==> src/rtl/ledSeqPkg.sv <==
package ledSeqPkg;

  typedef struct packed {
    logic       step;     // advance one frame this cycle
    logic       load;     // hand over to nextPat this cycle
    logic [2:0] nextPat;  // pattern chosen for the hand-over
  } seqStrobe_t;

  function automatic logic [3:0] patLen(input logic [2:0] p);
    case (p)
      3'd2:    patLen = 4'd14;
      3'd3:    patLen = 4'd6;
      3'd6:    patLen = 4'd2;
      default: patLen = 4'd8;
    endcase
  endfunction

  function automatic logic [7:0] patFrame(input logic [2:0] p, input logic [3:0] s);
    logic [3:0] t;
    logic [2:0] pos;
    t   = 4'd0;
    pos = s[2:0];
    case (p)
      3'd0: patFrame = 8'h01 << pos;
      3'd1: patFrame = 8'h80 >> pos;
      3'd2: begin
        t = (s < 4'd8) ? s : (4'd14 - s);
        patFrame = 8'h01 << t[2:0];
      end
      3'd3: begin
        t = (s < 4'd4) ? s : (4'd6 - s);
        patFrame = (8'h01 << t[2:0]) | (8'h80 >> t[2:0]);
      end
      3'd4: patFrame = 8'h01 << {s[1:0], s[2]};
      3'd5: patFrame = 8'hFF >> (3'd7 - pos);
      3'd6: patFrame = s[0] ? 8'hAA : 8'h55;
      default: begin
        t = {s[2:0], 1'b0} + {1'b0, s[2:0]};
        patFrame = 8'h01 << t[2:0];
      end
    endcase
  endfunction

endpackage

==> src/rtl/ledSeqCtrl.sv <==
module ledSeqCtrl
  import ledSeqPkg::*;
#(
  parameter int TICK_CYCLES = 4,
  parameter int REPEATS     = 2,
  parameter logic [15:0] LFSR_SEED = 16'hACE1
) (
  input  logic       clk,
  input  logic       rst,
  input  logic       randomMode,
  input  logic       lastStep,
  input  logic [2:0] patIdx,
  output seqStrobe_t strobe
);
  localparam int CNT_W = (TICK_CYCLES > 1) ? $clog2(TICK_CYCLES) : 1;
  localparam int REP_W = (REPEATS > 1) ? $clog2(REPEATS) : 1;
  localparam logic [CNT_W-1:0] CNT_LAST = CNT_W'(TICK_CYCLES - 1);
  localparam logic [REP_W-1:0] REP_LAST = REP_W'(REPEATS - 1);

  logic [CNT_W-1:0] baseCnt;
  logic             baseTick;
  logic             slowPhase;
  logic             beatSlow;
  logic [REP_W-1:0] repCnt;
  logic [15:0]      lfsrQ;
  logic             stepTick;
  logic             handOver;

  // base tick generator
  assign baseTick = (baseCnt == CNT_LAST);

  always_ff @(posedge clk) begin
    if (rst) baseCnt <= '0;
    else     baseCnt <= baseTick ? '0 : baseCnt + 1'b1;
  end

  // slow beat steps on every second base tick
  assign stepTick = baseTick && (!beatSlow || slowPhase);

  always_ff @(posedge clk) begin
    if (rst)           slowPhase <= 1'b0;
    else if (stepTick) slowPhase <= 1'b0;
    else if (baseTick) slowPhase <= ~slowPhase;
  end

  // free-running Galois LFSR
  always_ff @(posedge clk) begin
    if (rst) lfsrQ <= LFSR_SEED;
    else     lfsrQ <= lfsrQ[0] ? ((lfsrQ >> 1) ^ 16'hB400) : (lfsrQ >> 1);
  end

  // loop counter and hand-over decision
  assign handOver = stepTick && lastStep && (repCnt == REP_LAST);

  always_ff @(posedge clk) begin
    if (rst) begin
      repCnt   <= '0;
      beatSlow <= 1'b0;
    end else if (stepTick && lastStep) begin
      if (handOver) begin
        repCnt <= '0;
        if (randomMode)           beatSlow <= lfsrQ[3];
        else if (patIdx == 3'd7)  beatSlow <= ~beatSlow;
      end else begin
        repCnt <= repCnt + 1'b1;
      end
    end
  end

  always_comb begin
    strobe.step    = stepTick;
    strobe.load    = handOver;
    strobe.nextPat = randomMode ? lfsrQ[2:0] : patIdx + 3'd1;
  end

  a_r7_lfsr_nonzero: assert property (@(posedge clk) disable iff (rst)
    lfsrQ != 16'h0);

  a_r8_beat_only_at_handover: assert property (@(posedge clk) disable iff (rst)
    !handOver |=> $stable(beatSlow));

  a_r3_slow_gap: assert property (@(posedge clk) disable iff (rst)
    (stepTick && beatSlow) |=> !stepTick);

  a_r2_step_on_tick: assert property (@(posedge clk) disable iff (rst)
    stepTick |=> (baseCnt == '0));

endmodule

==> src/rtl/ledSeqDatapath.sv <==
module ledSeqDatapath
  import ledSeqPkg::*;
(
  input  logic       clk,
  input  logic       rst,
  input  seqStrobe_t strobe,
  output logic       lastStep,
  output logic [2:0] patIdx,
  output logic [7:0] led
);
  logic [3:0] stepIdx;
  logic [2:0] patNext;
  logic [3:0] stepNext;

  assign lastStep = (stepIdx == patLen(patIdx) - 4'd1);

  always_comb begin
    patNext  = patIdx;
    stepNext = stepIdx;
    if (strobe.step) begin
      if (strobe.load) begin
        patNext  = strobe.nextPat;
        stepNext = 4'd0;
      end else if (lastStep) begin
        stepNext = 4'd0;
      end else begin
        stepNext = stepIdx + 4'd1;
      end
    end
  end

  always_ff @(posedge clk) begin
    if (rst) begin
      patIdx  <= 3'd0;
      stepIdx <= 4'd0;
      led     <= 8'h01;
    end else begin
      patIdx  <= patNext;
      stepIdx <= stepNext;
      led     <= patFrame(patNext, stepNext);
    end
  end

  a_r5_step_in_range: assert property (@(posedge clk) disable iff (rst)
    stepIdx < patLen(patIdx));

  a_r9_led_holds: assert property (@(posedge clk) disable iff (rst)
    !strobe.step |=> $stable(led));

  a_r6_pattern_holds: assert property (@(posedge clk) disable iff (rst)
    !strobe.load |=> $stable(patIdx));

endmodule

==> src/rtl/ledPatternSequencer.sv <==
module ledPatternSequencer
  import ledSeqPkg::*;
#(
  parameter int CLK_HZ  = 100_000_000,
  parameter int BASE_HZ = 4,
  parameter int REPEATS = 2,
  parameter logic [15:0] LFSR_SEED = 16'hACE1
) (
  input  logic       clk,
  input  logic       rst,
  input  logic       randomMode,
  output logic [7:0] led
);
  localparam int TICK_CYCLES = CLK_HZ / BASE_HZ;

  seqStrobe_t strobe;
  logic       lastStep;
  logic [2:0] patIdx;

  ledSeqCtrl #(
    .TICK_CYCLES(TICK_CYCLES),
    .REPEATS    (REPEATS),
    .LFSR_SEED  (LFSR_SEED)
  ) i_ctrl (
    .clk       (clk),
    .rst       (rst),
    .randomMode(randomMode),
    .lastStep  (lastStep),
    .patIdx    (patIdx),
    .strobe    (strobe)
  );

  ledSeqDatapath i_data (
    .clk     (clk),
    .rst     (rst),
    .strobe  (strobe),
    .lastStep(lastStep),
    .patIdx  (patIdx),
    .led     (led)
  );

endmodule

==> config.mk <==
export PLATFORM = sky130hd
export DESIGN_NAME = ledPatternSequencer
export DESIGN_NICKNAME = d
export VERILOG_FILES = /design/src/rtl/ledSeqPkg.sv /design/src/rtl/ledSeqCtrl.sv /design/src/rtl/ledSeqDatapath.sv /design/src/rtl/ledPatternSequencer.sv
export SDC_FILE = /design/constraint.sdc
export NUM_CORES = 1
export LEC_CHECK = 0
export CORE_UTILIZATION = 35
export DETAILED_ROUTE_END_ITERATION = 10
export DONT_BUFFER_PORTS = 1
export HOLD_SLACK_MARGIN = 0.08
export PLACE_DENSITY = 0.48
export REMOVE_ABC_BUFFERS = 1
export SLEW_MARGIN = 10
export SYNTH_ARGS = -nofsm -noshare
export SYNTH_HDL_FRONTEND = slang
export SYNTH_SLANG_ARGS = --single-unit
==> constraint.sdc <==
create_clock -name clk -period 7.7 [get_ports clk]
set_input_delay 1.54 -clock clk [delete_from_list [all_inputs] [get_ports clk]]
set_output_delay 1.54 -clock clk [all_outputs]
set_load 0.01 [all_outputs]
==> results.yml <==
placed_design:
  io_buffers: 0
  gp_congestion: 0.889
  pre_cts_ws_ns: 3.43
  hpwl_um: 4930
clock_network:
  cts-hold-fix-buffers: 0
  cts_tree: "built"
  clock-sinks: 59
  cts_max_level: 3
  cts-root-buf: "clkbuf_8"
  cts_resized: 0
  postCtsSetupRepairBufs: 0
  numCtsBuffers: 9
  clk_latency_ns: 0.35
  clk_path_buf_depth: 2
  clkTransAtPathRegs_ns: 0.07
setup_path:
  path_max_fanout: 10
  max_stage_delay_ns: 0.85
  cp_data_arrival_time_ns: 4.56
  critPathCaptureType: "register"
  path_class: "register to register"
  startpoint_type: "register"
  required_ns: 7.95
  cp_cell_sequence: "inv_1, ha_1, or3b_1, a211oi_1, or3_1, o31ai_1, ha_1, nand2_1, o21ai_0, nor2_1, nand4bb_1, a32oi_1, inv_1, o32ai_1"
  cp_slowest_cell: "o31ai_1"
floorplanning:
  initial_core_util_pct: 36.0
  die_h_um: 99.3
  io_pins: 11
  core.rowCount: 35
  die_w_um: 99.3
  core_area_um2: 9200
  dieArea_um2: 9860
cells_and_area:
  final_core_util_pct: 38.7
  layout-drive-gt1-share_pct: 11.8
  regArea_um2: 1180
  multi_input_area_um2: 1960
  finalNetCount: 391
  fill_cells: 950
  areaGrowthSynthToFinish_pct: 7.40
  diodes: 0
yosys:
  synth_top_cell_area_share_pct: 35.6
  ys_seq_elements: 59
  synthFlopType: "dfxtp_1"
  syn-cell-area_um2: 3310
  avgSynthCellArea_um2: 8.70
  synth_cells: 381
  synthArstFlopShare_pct: 0
  synth.most_common_cell: "dfxtp_1"
  synth_top_cells_by_count: "dfxtp_1 (59), nor2_1 (51), nand2_1 (29)"
  ys_warn_count: 0
  synth_cell_types: 71
  yosysSeqAreaShare_pct: 35.6
  synth-edff-count: 0
  yosys-top-cells-area: "dfxtp_1 (36%), nor2_1 (5.8%), ha_1 (4.5%)"
  synth_top_cell_by_area: "dfxtp_1"
timing:
  hold_viol: 0
  worst_clock_skew_ns: 0.0168
  final_max_slew_viol_count: 0
  setup_viol_count_final: 0
  fin_crit_sh_pct: 56.0
  setup_ws_ns: 3.39
  timing.hold.ws_ns: 0.417
  fin_tns_setup_ns: 0
  rsz0062_at_grt: "no"
  fin_crit_ns: 4.31
  tightest_slew_ns: 0.979
  maxSlewHeadroom_pct: 34.1
  max_freq_mhz: 232
routing:
  via_count: 2652
  wire_per_inst_um: 14.7
  detail-route-antenna-nets: 0
  detail_route.iter0.violations: 127
  drc: 0
  routed_wl_um: 7230
  dr.pass1.iters: 5
  viasPerCell: 5.40
pwr:
  irDropWorstVdd_v: 0.0000769
  p_per_area_nw_per_um2: 189
  power.total_uw: 671
  p_leak_nw: 1.32
run:
  maxCapViolCount: 0
global_routing:
  overflow: 0
  grt_pass1_wl_um: 12400
  antenna_found_initial: 0
  grt_pass1_vias: 2457
  grt_usage_pct: 16.1
  grt_max_degree: 40
outcome:
  status: "complete, no violations"
min_path:
  hold_path_class: "register to register"
[final timing paths]
path / slack [ns] / startpoint / end / cells past startpoint
max: 3.39 / i_data.patIdx[0] / i_data.led[7] / 14
min: 0.42 / i_ctrl.lfsrQ[12] / i_ctrl.lfsrQ[11] / 1
max reg2reg: 3.39 / i_data.patIdx[0] / i_data.led[7] / 14
min reg2reg: 0.42 / i_ctrl.lfsrQ[12] / i_ctrl.lfsrQ[11] / 1
[kinds of logic (layout without fill, tap and decap cells)]
logic type               Yosys count  after routing  share of synthesized area [%]
buffers and inverters             30             29                           5.17
multiplexers                      14             14                           4.72
adder cells (fa/ha/maj)           12             12                           4.53
flip-flops                        59             59                           35.6
XOR/XNOR                          30             30                           7.93
AO/OA/AOI/OAI                     60             60                           13.5
AND/OR/NAND/NOR                  176            176                           28.5
[critical path: cells and delay by family (launching register included)]
family | cells | cell delay [ns]
AO/OA/AOI/OAI | 5 | 1.85
AND/OR/NAND/NOR | 5 | 1.03
adder cells (fa/ha/maj) | 2 | 0.59
flip-flops | 1 | 0.51
buffers and inverters | 2 | 0.23
[registers in the layout, summed over array words and instances, names as in the netlist]
register and flops:
i_ctrl.beatSlow 1, i_data.stepIdx 4, i_ctrl.baseCnt 25, i_data.led 8
i_ctrl.repCnt 1, i_data.patIdx 3, i_ctrl.lfsrQ 16, i_ctrl.slowPhase 1
[placed cells by master (no fill, tap or decap), drive strengths merged, types with 4 or more instances in the layout]
cell type | netlist | layout
dfxtp | 59 | 59
nor2 | 51 | 51
nand2 | 30 | 30
nand3 | 26 | 26
xor2 | 17 | 17
inv | 14 | 14
a21oi | 14 | 14
xnor2 | 13 | 13
ha | 12 | 12
clkbuf | 10 | 11
and3 | 10 | 10
mux2i | 10 | 10
or2 | 8 | 8
nor2b | 8 | 8
nor3 | 7 | 7
o21ai | 7 | 7
o22ai | 5 | 5
o32ai | 5 | 5
and2 | 4 | 4
nand4 | 4 | 4
nand2b | 4 | 4
and4 | 4 | 4
or3 | 4 | 4
mux2 | 4 | 4
[routing by layer]
metal	vias up	routed length [µm]	track usage (%)
met3	14	347	4.15
li1	1339	-	-
met2	76	3040	22.5
met5	-	0	0
met1	1223	3700	23.1
met4	0	140	7.13
[through the flow]
step / instance area (µm²) / std cells
after floorplan: 3190 / 365
after global placement: 3330 / 476
after detailed placement: 3330 / 476
after CTS: 3560 / 491
after global routing: 3560 / 491
final: 3560 / 491
[final cells by class]
cell class / count / area share, %
clock buffer: 11 / 4.25
clock inverter: 4 / 2.07
inverter: 14 / 1.48
multi-input combinational: 292 / 55.1
sequential: 59 / 33.2
tap: 111 / 3.90
[power by group]
group | leakage [nW] | total (mW) | internal [mW] | switching [mW]
Sequential | 0.480 | 0.318 | 0.313 | 0.00517
Clock | 0.115 | 0.326 | 0.198 | 0.128
Combinational | 0.726 | 0.0272 | 0.0128 | 0.0144
Total | 1.32 | 0.671 | 0.524 | 0.148
No activity file was read; power rests on OpenSTA's default activity.
